### config.mk
export PLATFORM = sky130hd
export DESIGN_NAME = eep_i2c_slave
export DESIGN_NICKNAME = d
export VERILOG_FILES = /design/src/rtl/eep_pkg.sv /design/src/rtl/eep_bus_sync.sv /design/src/rtl/eep_wr_timer.sv /design/src/rtl/eep_addr_ptr.sv /design/src/rtl/eep_i2c_slave.sv
export SDC_FILE = /design/constraint.sdc
export NUM_CORES = 1
export LEC_CHECK = 0
export BUFFER_PORTS_ARGS = -buffer_cell sky130_fd_sc_hd__buf_2
export CAP_MARGIN = 20
export CORE_AREA = 2 2 136 72
export CTS_CLUSTER_DIAMETER = 60
export DETAILED_ROUTE_END_ITERATION = 6
export DIE_AREA = 0 0 138 74
export PLACE_DENSITY = 0.63
export SYNTH_ARGS = -nofsm -noshare
export SYNTH_HDL_FRONTEND = slang
export SYNTH_SLANG_ARGS = --single-unit
### constraint.sdc
create_clock -name clk -period 2.2 [get_ports clk]
set_input_delay 0.11 -clock clk [delete_from_list [all_inputs] [get_ports clk]]
set_output_delay 0.11 -clock clk [all_outputs]
set_load 0.1 [all_outputs]
### src/rtl/eep_pkg.sv
package eep_pkg;
    localparam int MEM_AW = 11;
    localparam int LO_W   = 8;
    localparam int HI_W   = MEM_AW - LO_W;
    localparam logic [3:0] DEV_CODE = 4'b1010;

    typedef enum logic [2:0] {
        S_IDLE,
        S_DEV,
        S_WADDR,
        S_WDATA,
        S_ACK,
        S_TX,
        S_RACK,
        S_SKIP
    } st_e;

    typedef enum logic [1:0] {
        AF_WADDR,
        AF_WDATA,
        AF_TX,
        AF_SKIP
    } after_e;
endpackage

### src/rtl/eep_bus_sync.sv
module eep_bus_sync #(
    parameter int STAGES = 2
) (
    input  logic clk,
    input  logic rst_n,
    input  logic scl_i,
    input  logic sda_i,
    output logic sda_s,
    output logic scl_rise,
    output logic scl_fall,
    output logic start_det,
    output logic stop_det
);
    logic [STAGES-1:0] scl_ff;
    logic [STAGES-1:0] sda_ff;
    logic scl_q;
    logic sda_q;
    logic scl_s;

    always_ff @(posedge clk or negedge rst_n) begin
        if (!rst_n) begin
            scl_ff <= '1;
            sda_ff <= '1;
            scl_q  <= 1'b1;
            sda_q  <= 1'b1;
        end else begin
            scl_ff <= {scl_ff[STAGES-2:0], scl_i};
            sda_ff <= {sda_ff[STAGES-2:0], sda_i};
            scl_q  <= scl_ff[STAGES-1];
            sda_q  <= sda_ff[STAGES-1];
        end
    end

    assign scl_s     = scl_ff[STAGES-1];
    assign sda_s     = sda_ff[STAGES-1];
    assign scl_rise  = scl_s & ~scl_q;
    assign scl_fall  = ~scl_s & scl_q;
    assign start_det = scl_s & scl_q & sda_q & ~sda_s;
    assign stop_det  = scl_s & scl_q & ~sda_q & sda_s;
endmodule

### src/rtl/eep_wr_timer.sv
module eep_wr_timer #(
    parameter int CYCLES = 5000
) (
    input  logic clk,
    input  logic rst_n,
    input  logic kick,
    output logic busy
);
    localparam int CW = $clog2(CYCLES + 1);

    logic [CW-1:0] cnt;

    always_ff @(posedge clk or negedge rst_n) begin
        if (!rst_n) begin
            cnt <= '0;
        end else if (kick) begin
            cnt <= CW'(CYCLES);
        end else if (cnt != '0) begin
            cnt <= cnt - 1'b1;
        end
    end

    assign busy = (cnt != '0);
endmodule

### src/rtl/eep_addr_ptr.sv
module eep_addr_ptr #(
    parameter int AW = 11
) (
    input  logic          clk,
    input  logic          rst_n,
    input  logic          load,
    input  logic [AW-1:0] load_val,
    input  logic          inc,
    output logic [AW-1:0] ptr
);
    always_ff @(posedge clk or negedge rst_n) begin
        if (!rst_n) begin
            ptr <= '0;
        end else if (load) begin
            ptr <= load_val;
        end else if (inc) begin
            ptr <= ptr + 1'b1;
        end
    end
endmodule

### src/rtl/eep_i2c_slave.sv
module eep_i2c_slave
    import eep_pkg::*;
#(
    parameter int WCYC_CLKS   = 5000,
    parameter int SYNC_STAGES = 2
) (
    input  logic              clk,
    input  logic              rst_n,
    input  logic              scl_i,
    input  logic              sda_i,
    output logic              sda_oe,
    output logic [MEM_AW-1:0] mem_addr,
    output logic [7:0]        mem_wdata,
    output logic              mem_we,
    input  logic [7:0]        mem_rdata,
    output logic              busy
);
    logic sda_s;
    logic scl_rise;
    logic scl_fall;
    logic start_det;
    logic stop_det;

    st_e    st_q;
    st_e    st_d;
    after_e after_q;

    logic [3:0]      bit_cnt;
    logic [7:0]      shreg;
    logic [7:0]      tx;
    logic [7:0]      wdata_q;
    logic [HI_W-1:0] hi_q;
    logic            wpend;
    logic            m_ack;

    logic              byte_done;
    logic              dev_hit;
    logic              edge_evt;
    logic              commit;
    logic              tx_load;
    logic              ptr_load;
    logic              ptr_inc;
    logic [MEM_AW-1:0] ld_val;

    eep_bus_sync #(.STAGES(SYNC_STAGES)) u_sync (
        .clk       (clk),
        .rst_n     (rst_n),
        .scl_i     (scl_i),
        .sda_i     (sda_i),
        .sda_s     (sda_s),
        .scl_rise  (scl_rise),
        .scl_fall  (scl_fall),
        .start_det (start_det),
        .stop_det  (stop_det)
    );

    eep_wr_timer #(.CYCLES(WCYC_CLKS)) u_tmr (
        .clk   (clk),
        .rst_n (rst_n),
        .kick  (commit),
        .busy  (busy)
    );

    eep_addr_ptr #(.AW(MEM_AW)) u_ptr (
        .clk      (clk),
        .rst_n    (rst_n),
        .load     (ptr_load),
        .load_val (ld_val),
        .inc      (ptr_inc),
        .ptr      (mem_addr)
    );

    assign byte_done = scl_fall && (bit_cnt == 4'd8);
    assign dev_hit   = (shreg[7:4] == DEV_CODE);
    assign edge_evt  = start_det | stop_det;
    assign ld_val    = {hi_q, shreg};

    // state register
    always_ff @(posedge clk or negedge rst_n) begin
        if (!rst_n) begin
            st_q <= S_IDLE;
        end else begin
            st_q <= st_d;
        end
    end

    // next state
    always_comb begin
        st_d = st_q;
        if (stop_det) begin
            st_d = S_IDLE;
        end else if (start_det) begin
            st_d = busy ? S_IDLE : S_DEV;
        end else begin
            unique case (st_q)
                S_IDLE: st_d = S_IDLE;
                S_DEV: begin
                    if (byte_done) st_d = dev_hit ? S_ACK : S_SKIP;
                end
                S_WADDR, S_WDATA: begin
                    if (byte_done) st_d = S_ACK;
                end
                S_ACK: begin
                    if (scl_fall) begin
                        unique case (after_q)
                            AF_WADDR: st_d = S_WADDR;
                            AF_WDATA: st_d = S_WDATA;
                            AF_TX:    st_d = S_TX;
                            AF_SKIP:  st_d = S_SKIP;
                        endcase
                    end
                end
                S_TX: begin
                    if (scl_fall && bit_cnt == 4'd7) st_d = S_RACK;
                end
                S_RACK: begin
                    if (scl_fall) st_d = m_ack ? S_TX : S_SKIP;
                end
                S_SKIP: st_d = S_SKIP;
            endcase
        end
    end

    // outputs and datapath strobes
    always_comb begin
        sda_oe    = (st_q == S_ACK) || ((st_q == S_TX) && !tx[7]);
        commit    = stop_det && wpend && !busy;
        mem_we    = commit;
        mem_wdata = wdata_q;
        tx_load   = !edge_evt && scl_fall &&
                    (((st_q == S_ACK) && (after_q == AF_TX)) ||
                     ((st_q == S_RACK) && m_ack));
        ptr_load  = !edge_evt && (st_q == S_WADDR) && byte_done;
        ptr_inc   = commit || tx_load;
    end

    // datapath registers
    always_ff @(posedge clk or negedge rst_n) begin
        if (!rst_n) begin
            bit_cnt <= '0;
            shreg   <= '0;
            tx      <= '1;
            wdata_q <= '0;
            hi_q    <= '0;
            wpend   <= 1'b0;
            m_ack   <= 1'b0;
            after_q <= AF_SKIP;
        end else if (edge_evt) begin
            bit_cnt <= '0;
            wpend   <= 1'b0;
        end else begin
            unique case (st_q)
                S_DEV, S_WADDR, S_WDATA: begin
                    if (scl_rise) begin
                        shreg   <= {shreg[6:0], sda_s};
                        bit_cnt <= bit_cnt + 1'b1;
                    end else if (byte_done) begin
                        bit_cnt <= '0;
                        if (st_q == S_DEV) begin
                            hi_q    <= shreg[3:1];
                            after_q <= shreg[0] ? AF_TX : AF_WADDR;
                        end else if (st_q == S_WADDR) begin
                            after_q <= AF_WDATA;
                        end else begin
                            wdata_q <= shreg;
                            wpend   <= 1'b1;
                            after_q <= AF_SKIP;
                        end
                    end
                end
                S_ACK: begin
                    if (tx_load) begin
                        tx      <= mem_rdata;
                        bit_cnt <= '0;
                    end
                end
                S_TX: begin
                    if (scl_fall) begin
                        tx      <= {tx[6:0], 1'b1};
                        bit_cnt <= bit_cnt + 1'b1;
                    end
                end
                S_RACK: begin
                    if (scl_rise) begin
                        m_ack <= ~sda_s;
                    end else if (tx_load) begin
                        tx      <= mem_rdata;
                        bit_cnt <= '0;
                    end
                end
                S_IDLE, S_SKIP: begin
                    bit_cnt <= '0;
                end
            endcase
        end
    end
endmodule

## Yosys cells after proc, flatten, opt, wreduce, memory -nomap -nowiden

Index checks and enable logic that the tools add are counted.
W data, S select, Z words.

| cells by class | value |
|---|---|
| $add $sub $neg | 3 |
| equality and inequality tests | 26 |
| muxes and demuxes | 36 |
| bitwise gates (word level) | 16 |
| reductions and logical operators | 37 |

Operator list:

| kind | number |
|---|---|
| $mux W13 | 2 |
| $mux W4 | 6 |
| $mux W8 | 3 |
| $ne A4 B4 Y1 const B | 6 |
| $pmux W8 S3 | 1 |
| $mux W11 | 2 |
| $mux W3 | 7 |
| $pmux W3 S7 | 1 |
| $pmux W4 S5 | 1 |
| $reduce_and A5 Y1 | 3 |
| $reduce_bool A13 Y1 | 1 |
| $sub A13 B1 Y13 const B | 1 |
| $eq A3 B3 Y1 const B | 4 |
| $pmux W3 S4 | 1 |
| $add A11 B1 Y11 const B | 1 |
| $logic_and A1 B1 Y1 | 11 |
| $mux W2 | 5 |
| $reduce_and A3 Y1 | 3 |
| $eq A4 B4 Y1 const B | 2 |
| $ne A2 B2 Y1 const B | 4 |
| $not A1 Y1 | 8 |
| $reduce_and A4 Y1 | 2 |
| $reduce_bool A2 Y1 | 4 |
| $and A1 B1 Y1 | 7 |
| other kinds (18) | 32 |

| word-level totals | value |
|---|---|
| register bits after elaboration | 68 |
| bits of input ports | 12 |
| output and inout port bits | 22 |
| logic and storage cells | 133 |

## Depth between registers and ports, before layout

| logic depth | value |
|---|---|
| depth after elaboration | 11 |
| gate-level depth with buffers | 9 |
| mapped depth without buffers | 8 |

## Hierarchy

From an unflattened synthesis, not the netlist that was laid out.

| unflattened totals | value |
|---|---|
| cells, all modules | 320 |
| area total of the unflattened synthesis | 3603.5 µm² |

By module, submodules not included:

| module | instances | cells each | area an instance (µm²) | sequential area each (µm²) |
|---|---|---|---|---|
| eep_i2c_slave | 1 | 169 | 2079.5 | 963.4 |
| eep_wr_timer | 1 | 74 | 706.9 | 325.3 |
| eep_addr_ptr | 1 | 67 | 626.9 | 275.3 |
| eep_bus_sync | 1 | 10 | 190.2 | 157.7 |

## Least setup slack after synthesis

OpenSTA, ideal clock, no wires.

| timing path | value |
|---|---|
| kind | register -> register |
| start point | register u_tmr.cnt[0] |
| end point | register u_ptr.ptr[3] |
| setup time | 0.097 ns |
| arrival | 4.266 ns |
| required time | 2.103 ns |
| setup slack | -2.162 ns |
| cell stages (with the launch flop) | 10 |
| path buffers | 1 |
| clock period less this slack | 4.362 ns |
| cell sequence | dfrtp_1 -> inv_1 -> ha_1 -> nor3b_1 -> and4_1 -> clkbuf_1 -> clkinv_1 -> nor2_1 -> a311oi_1 -> o31ai_1 |

| on the way | value |
|---|---|
| cells in the longest elaborated chain, start to end | 5 |

RTL lines:

| item | RTL line | source |
|---|---|---|
| start: declaration | eep_wr_timer.sv:11 | `logic [CW-1:0] cnt;` |
| start signal: assignment | eep_wr_timer.sv:17 | `cnt <= CW'(CYCLES);` |
| start signal: assignment | eep_wr_timer.sv:19 | `cnt <= cnt - 1'b1;` |
| $reduce_bool A13 Y1 | eep_wr_timer.sv:23 | `assign busy = (cnt != '0);` |
| named net busy | eep_i2c_slave.sv:16 | `output logic busy` |
| $logic_not A1 Y1 | eep_i2c_slave.sv:127 | `commit = stop_det && wpend && !busy;` |
| $logic_and A1 B1 Y1 | eep_i2c_slave.sv:127 |  |
| named net mem_we | eep_i2c_slave.sv:14 | `output logic mem_we,` |
| $logic_or A1 B1 Y1 | eep_i2c_slave.sv:134 | `ptr_inc = commit \|\| tx_load;` |
| $reduce_bool A2 Y1 (no source line) | - |  |
| end signal: assignment | eep_addr_ptr.sv:15 | `ptr <= load_val;` |
| end signal: assignment | eep_addr_ptr.sv:17 | `ptr <= ptr + 1'b1;` |
| end: declaration | eep_addr_ptr.sv:9 | `output logic [AW-1:0] ptr` |

The timed path passes the listed nets, and every way through them passes these cells.
A chain may end at the register's enable or synchronous reset.

## Worst setup path in the final report

| timing path | value |
|---|---|
| start point | register after_q[1] |
| end point | register u_ptr.ptr[7] |

| on the way | value |
|---|---|
| cells in the longest elaborated chain, start to end | 6 |

RTL lines:

| item | RTL line | source |
|---|---|---|
| start: declaration | eep_i2c_slave.sv:26 | `after_e after_q;` |
| start signal: assignment | eep_i2c_slave.sv:161 | `after_q <= shreg[0] ? AF_TX : AF_WADDR;` |
| $eq A2 B2 Y1 | eep_i2c_slave.sv:131 | `(((st_q == S_ACK) && (after_q == AF_TX)) \|\|` |
| $logic_and A1 B1 Y1 | eep_i2c_slave.sv:131 |  |
| $logic_or A1 B1 Y1 | eep_i2c_slave.sv:131 |  |
| $logic_and A1 B1 Y1 | eep_i2c_slave.sv:130 | `tx_load = !edge_evt && scl_fall &&` |
| $logic_or A1 B1 Y1 | eep_i2c_slave.sv:134 |  |
| $reduce_bool A2 Y1 (no source line) | - |  |

No other way between the ends.

==> summary.txt <==
Synth
  – Ys flop type: dfrtp_1
  – Post-synth EDFFs: 0
  – Distinct cells, synth: 57
  – Post-synthesis sequential area ratio: 50.3%
  – Number of cells produced by synthesis: 327
  – Synthesized cell area: approximately 3400 um2
  – Mapped Nets: 343
  – Async SR Flop Fraction: 100%
  – Synthesized area per cell: 10.5 um2
  – #FFs+latches synth: 68
  – Synth Warn #: 0

Layout
  – Layout area overhead: 27.9%
  – Fin area: 4380 um2
  – Layout cells sized above 1: around a third
  – Finished Core Util: 48.3%
  – # nets final: 406
  – Diode count: 0

Routing
  – Vias: 2713
  – Via density: between 5 and 6
  – Routed wire length: 8070 um
  – Pre-Repair DR Iteration Count: 6
  – Initial drt markers: between 150 and 200
  – ANT nets after route: 0
  – # DRC: 0
  – Avg WL per Cell: approximately 16 um

Worst hold path
  – Min-delay src: mem_rdata[0]
  – Hold Crit Class: primary input to flop
  – Hold depth: 3
  – Worst Hold Path EP: tx[0]

Floorplanning
  – Core area: 9070 um2
  – Die Width: between 100 and 150 um
  – Initial Utilization: between 30% and 40%
  – IO Pins: 34
  – DIE AREA: around 10000 um2
  – Chip height: between 70 and 80 um
  – Row count: 25

Timing
  – Fin crit period: 2160 ps
  – Final Max Tran Viols: 0
  – Setup_tns: 0 ps
  – Peak Freq: 464 MHz
  – Final Setup Violations: 0
  – Hold WS: 34.7 ps
  – Slew @ Worst Pin: just under 600 ps
  – RSZ-0062 raised after global routing: true
  – Tcrit/Tclk final: just under 100%
  – Worst Skew: 6.18 ps
  – Fin. Hold Viols: 0
  – Max_slew headroom: 60.0%

Worst setup path
  – Crit Reg-Reg Endpoint: u_ptr.ptr[7]
  – CP required: 2450 ps
  – Setup CP Type: flop to flop
  – Reg2Reg Launch Point: after_q[1]
  – Crit Path Max Fanout: 7
  – CP Capture Type: flop
  – Startpoint types: flop
  – Worst reg2reg path depth: 5
  – R2r setup slk: between 40 and 50 ps
  – CP arrival: 2410 ps

CTS
  – Clk_lat worst skew: roughly 340 ps
  – Clock sinks: 68
  – Register clock-pin slew on the reported worst setup and hold paths: 60 ps
  – H-tree levels: 3
  – CTS tree: built
  – Num CTS Buffers: 9
  – Root buffer cell: clkbuf_16
  – Max clock buf depth: 2

Pwr
  – Peak supply drop: 0.000413 V
  – Clk pwr share: between 40% and 50%
  – Net switching power: 0.893 mW
  – Sw Share: between 20% and 30%
  – Flop pwr share: between 40% and 50%
  – Static Leak: about 2.1 nW
  – Combinational fraction of design power: between 10% and 20%
  – Pwr Density: between 700 and 800 nW/um2
  – Int Power: between 2 and 2.5 mW

Global routing
  – Vias in the first global route: between 2000 and 3000
  – Largest net degree at the start of global routing: 69
  – First-pass GRT wire length: 13400 um
  – Total gr overflow: 0
  – Total track usage: 16.9%
  – Antenna violations before repair: 0

Flow run
  – # Max-Cap Violations: 0

Place
  – IO Port Bufs: 33
  – RePlAce Congestion: 0.883
  – Detailed-placement wirelength estimate: 5630 um
  – Dpl cell area: 3960 um2

Run status
  – Status: finished clean
==> worst max path at each step <==
| stage | from | end | slack (ps) | cells past startpoint |
|---|---|---|---|---|
| final | after_q[1] | u_ptr.ptr[7] | 40 | 5 |
| after global routing | after_q[1] | u_ptr.ptr[5] | -20 | 6 |
| after CTS | u_tmr.cnt[9] | mem_we | 2 | 6 |
| after detailed placement | after_q[1] | u_ptr.ptr[8] | 60 | 5 |
| after global placement | after_q[1] | u_ptr.ptr[8] | 130 | 5 |
| after floorplan | u_tmr.cnt[0] | u_ptr.ptr[3] | -140 | 9 |
==> power by group through the flow <==
stage | Sequential [mW] | Combinational (mW) | Clock [mW]
6_report | 1.48 | 0.365 | 1.46
5_1_grt | 1.50 | 0.407 | 1.55
4_1_cts | 1.47 | 0.362 | 1.50
3_5_place_dp | 1.50 | 0.357 | 0
3_3_place_gp | 1.49 | 0.348 | 0
2_1_floorplan | 1.42 | 0.278 | 0
==> worst max-delay path, stage by stage (launching register included) <==
cell and delay [ps]:
dfstp_2 540, or3b_4 410, a2111oi_4 430, a31oi_4 100
or4_1 410, a31oi_1 180
==> registers in the layout (all words and copies together), names as in the netlist <==
signal / cells
st_q: 3
wpend: 1
m_ack: 1
tx: 8
hi_q: 3
u_ptr.ptr: 11
bit_cnt: 4
u_sync.scl_q: 1
u_sync.sda_ff: 2
u_sync.sda_q: 1
mem_wdata: 8
u_sync.scl_ff: 2
after_q: 2
u_tmr.cnt: 13
shreg: 8
==> synthesized netlist by cell type, types with 3 or more instances <==
cell type	number	area, um2
a31oi_1	5	31.3
o21ai_0	23	115
nand2_1	28	105
mux2i_1	11	110
xor2_1	6	52.6
nor4_1	3	18.8
clkbuf_1	10	37.5
nor2_1	28	105
nand3_1	13	65.1
ha_1	4	50.1
dfstp_2	16	420
or4_1	4	30.0
a21oi_1	12	60.1
mux2_2	24	270
and2_1	4	25.0
o31ai_1	5	37.5
a22o_1	3	26.3
nor3_1	9	45.0
nor2b_1	5	31.3
dfrtp_1	52	1300
nand3b_1	3	22.5
inv_1	8	30.0
and3_1	4	25.0
or3_1	3	18.8
==> repair_timing <==
action                                  in CTS  in global routing
endpoints found under the hold margin       54                  0
resized for setup                            0                 21
buffers inserted                             0                  2
hold buffers                                 3                  0
endpoints found under the setup margin       0                 15
==> routing by layer <==
layer / vias to the layer above / wire (um) / track usage [%]
li1: 1330 / - / -
met1: 1293 / 4160 / 25.1
met2: 79 / 3300 / 23.3
met3: 11 / 516 / 5.41
met4: 0 / 90 / 5.67
met5: - / 0 / 0
==> cell type report <==
class / instances / area, um2
clock buffers: 10 / 229
clock inverters: 6 / 72.6
fillers: 875 / 4690
inverters: 9 / 60.1
multi-input cells: 236 / 1680
flip-flops and latches: 68 / 1720
well taps: 121 / 151
repair buffers: 66 / 464
==> per-stage QoR <==
| step | setup slack (ps) | instances | total power, mW |
|---|---|---|---|
| 3_5_place_dp | 55.9 | 494 | 1.85 |
| 3_3_place_gp | 135 | 494 | 1.84 |
| 4_1_cts | 2.32 | 513 | 3.33 |
| 2_1_floorplan | -142 | 327 | 1.70 |
| 5_1_grt | -21.3 | 516 | 3.45 |
| 6_report | 43.1 | 516 | 3.30 |
==> kinds of logic (layout without fill, tap and decap cells) <==
logic type / Yosys count / in the layout / synth area share, %
and+or+nand+nor: 120 / 120 / 18.1
AOI/OAI and AO/OA: 69 / 69 / 14.0
DFF: 68 / 68 / 50.3
muxes: 35 / 35 / 11.1
buffers and inverters: 23 / 91 / 3.00
xor gates and xnor gates: 8 / 8 / 2.05
adders and majority gates: 4 / 4 / 1.46
==> placed cells by master (no fill, tap or decap), types with 4 or more instances in the layout <==
| cell type | netlist | routed |
|---|---|---|
| a21oi_1 | 12 | 12 |
| a31oi_1 | 5 | 4 |
| and2_1 | 4 | 4 |
| and3_1 | 4 | 4 |
| buf_2 | 1 | 32 |
| buf_4 | 0 | 27 |
| clkbuf_16 | 0 | 9 |
| dfrtp_1 | 52 | 51 |
| dfstp_2 | 16 | 16 |
| inv_1 | 8 | 8 |
| mux2_2 | 24 | 24 |
| mux2i_1 | 11 | 11 |
| nand2_1 | 28 | 28 |
| nand3_1 | 13 | 12 |
| nor2_1 | 28 | 27 |
| nor2b_1 | 5 | 5 |
| nor3_1 | 9 | 9 |
| o21ai_0 | 23 | 17 |
| o21ai_1 | 0 | 6 |
| o31ai_1 | 5 | 4 |
| xor2_1 | 6 | 6 |
No activity file was read; power rests on OpenSTA's default activity.
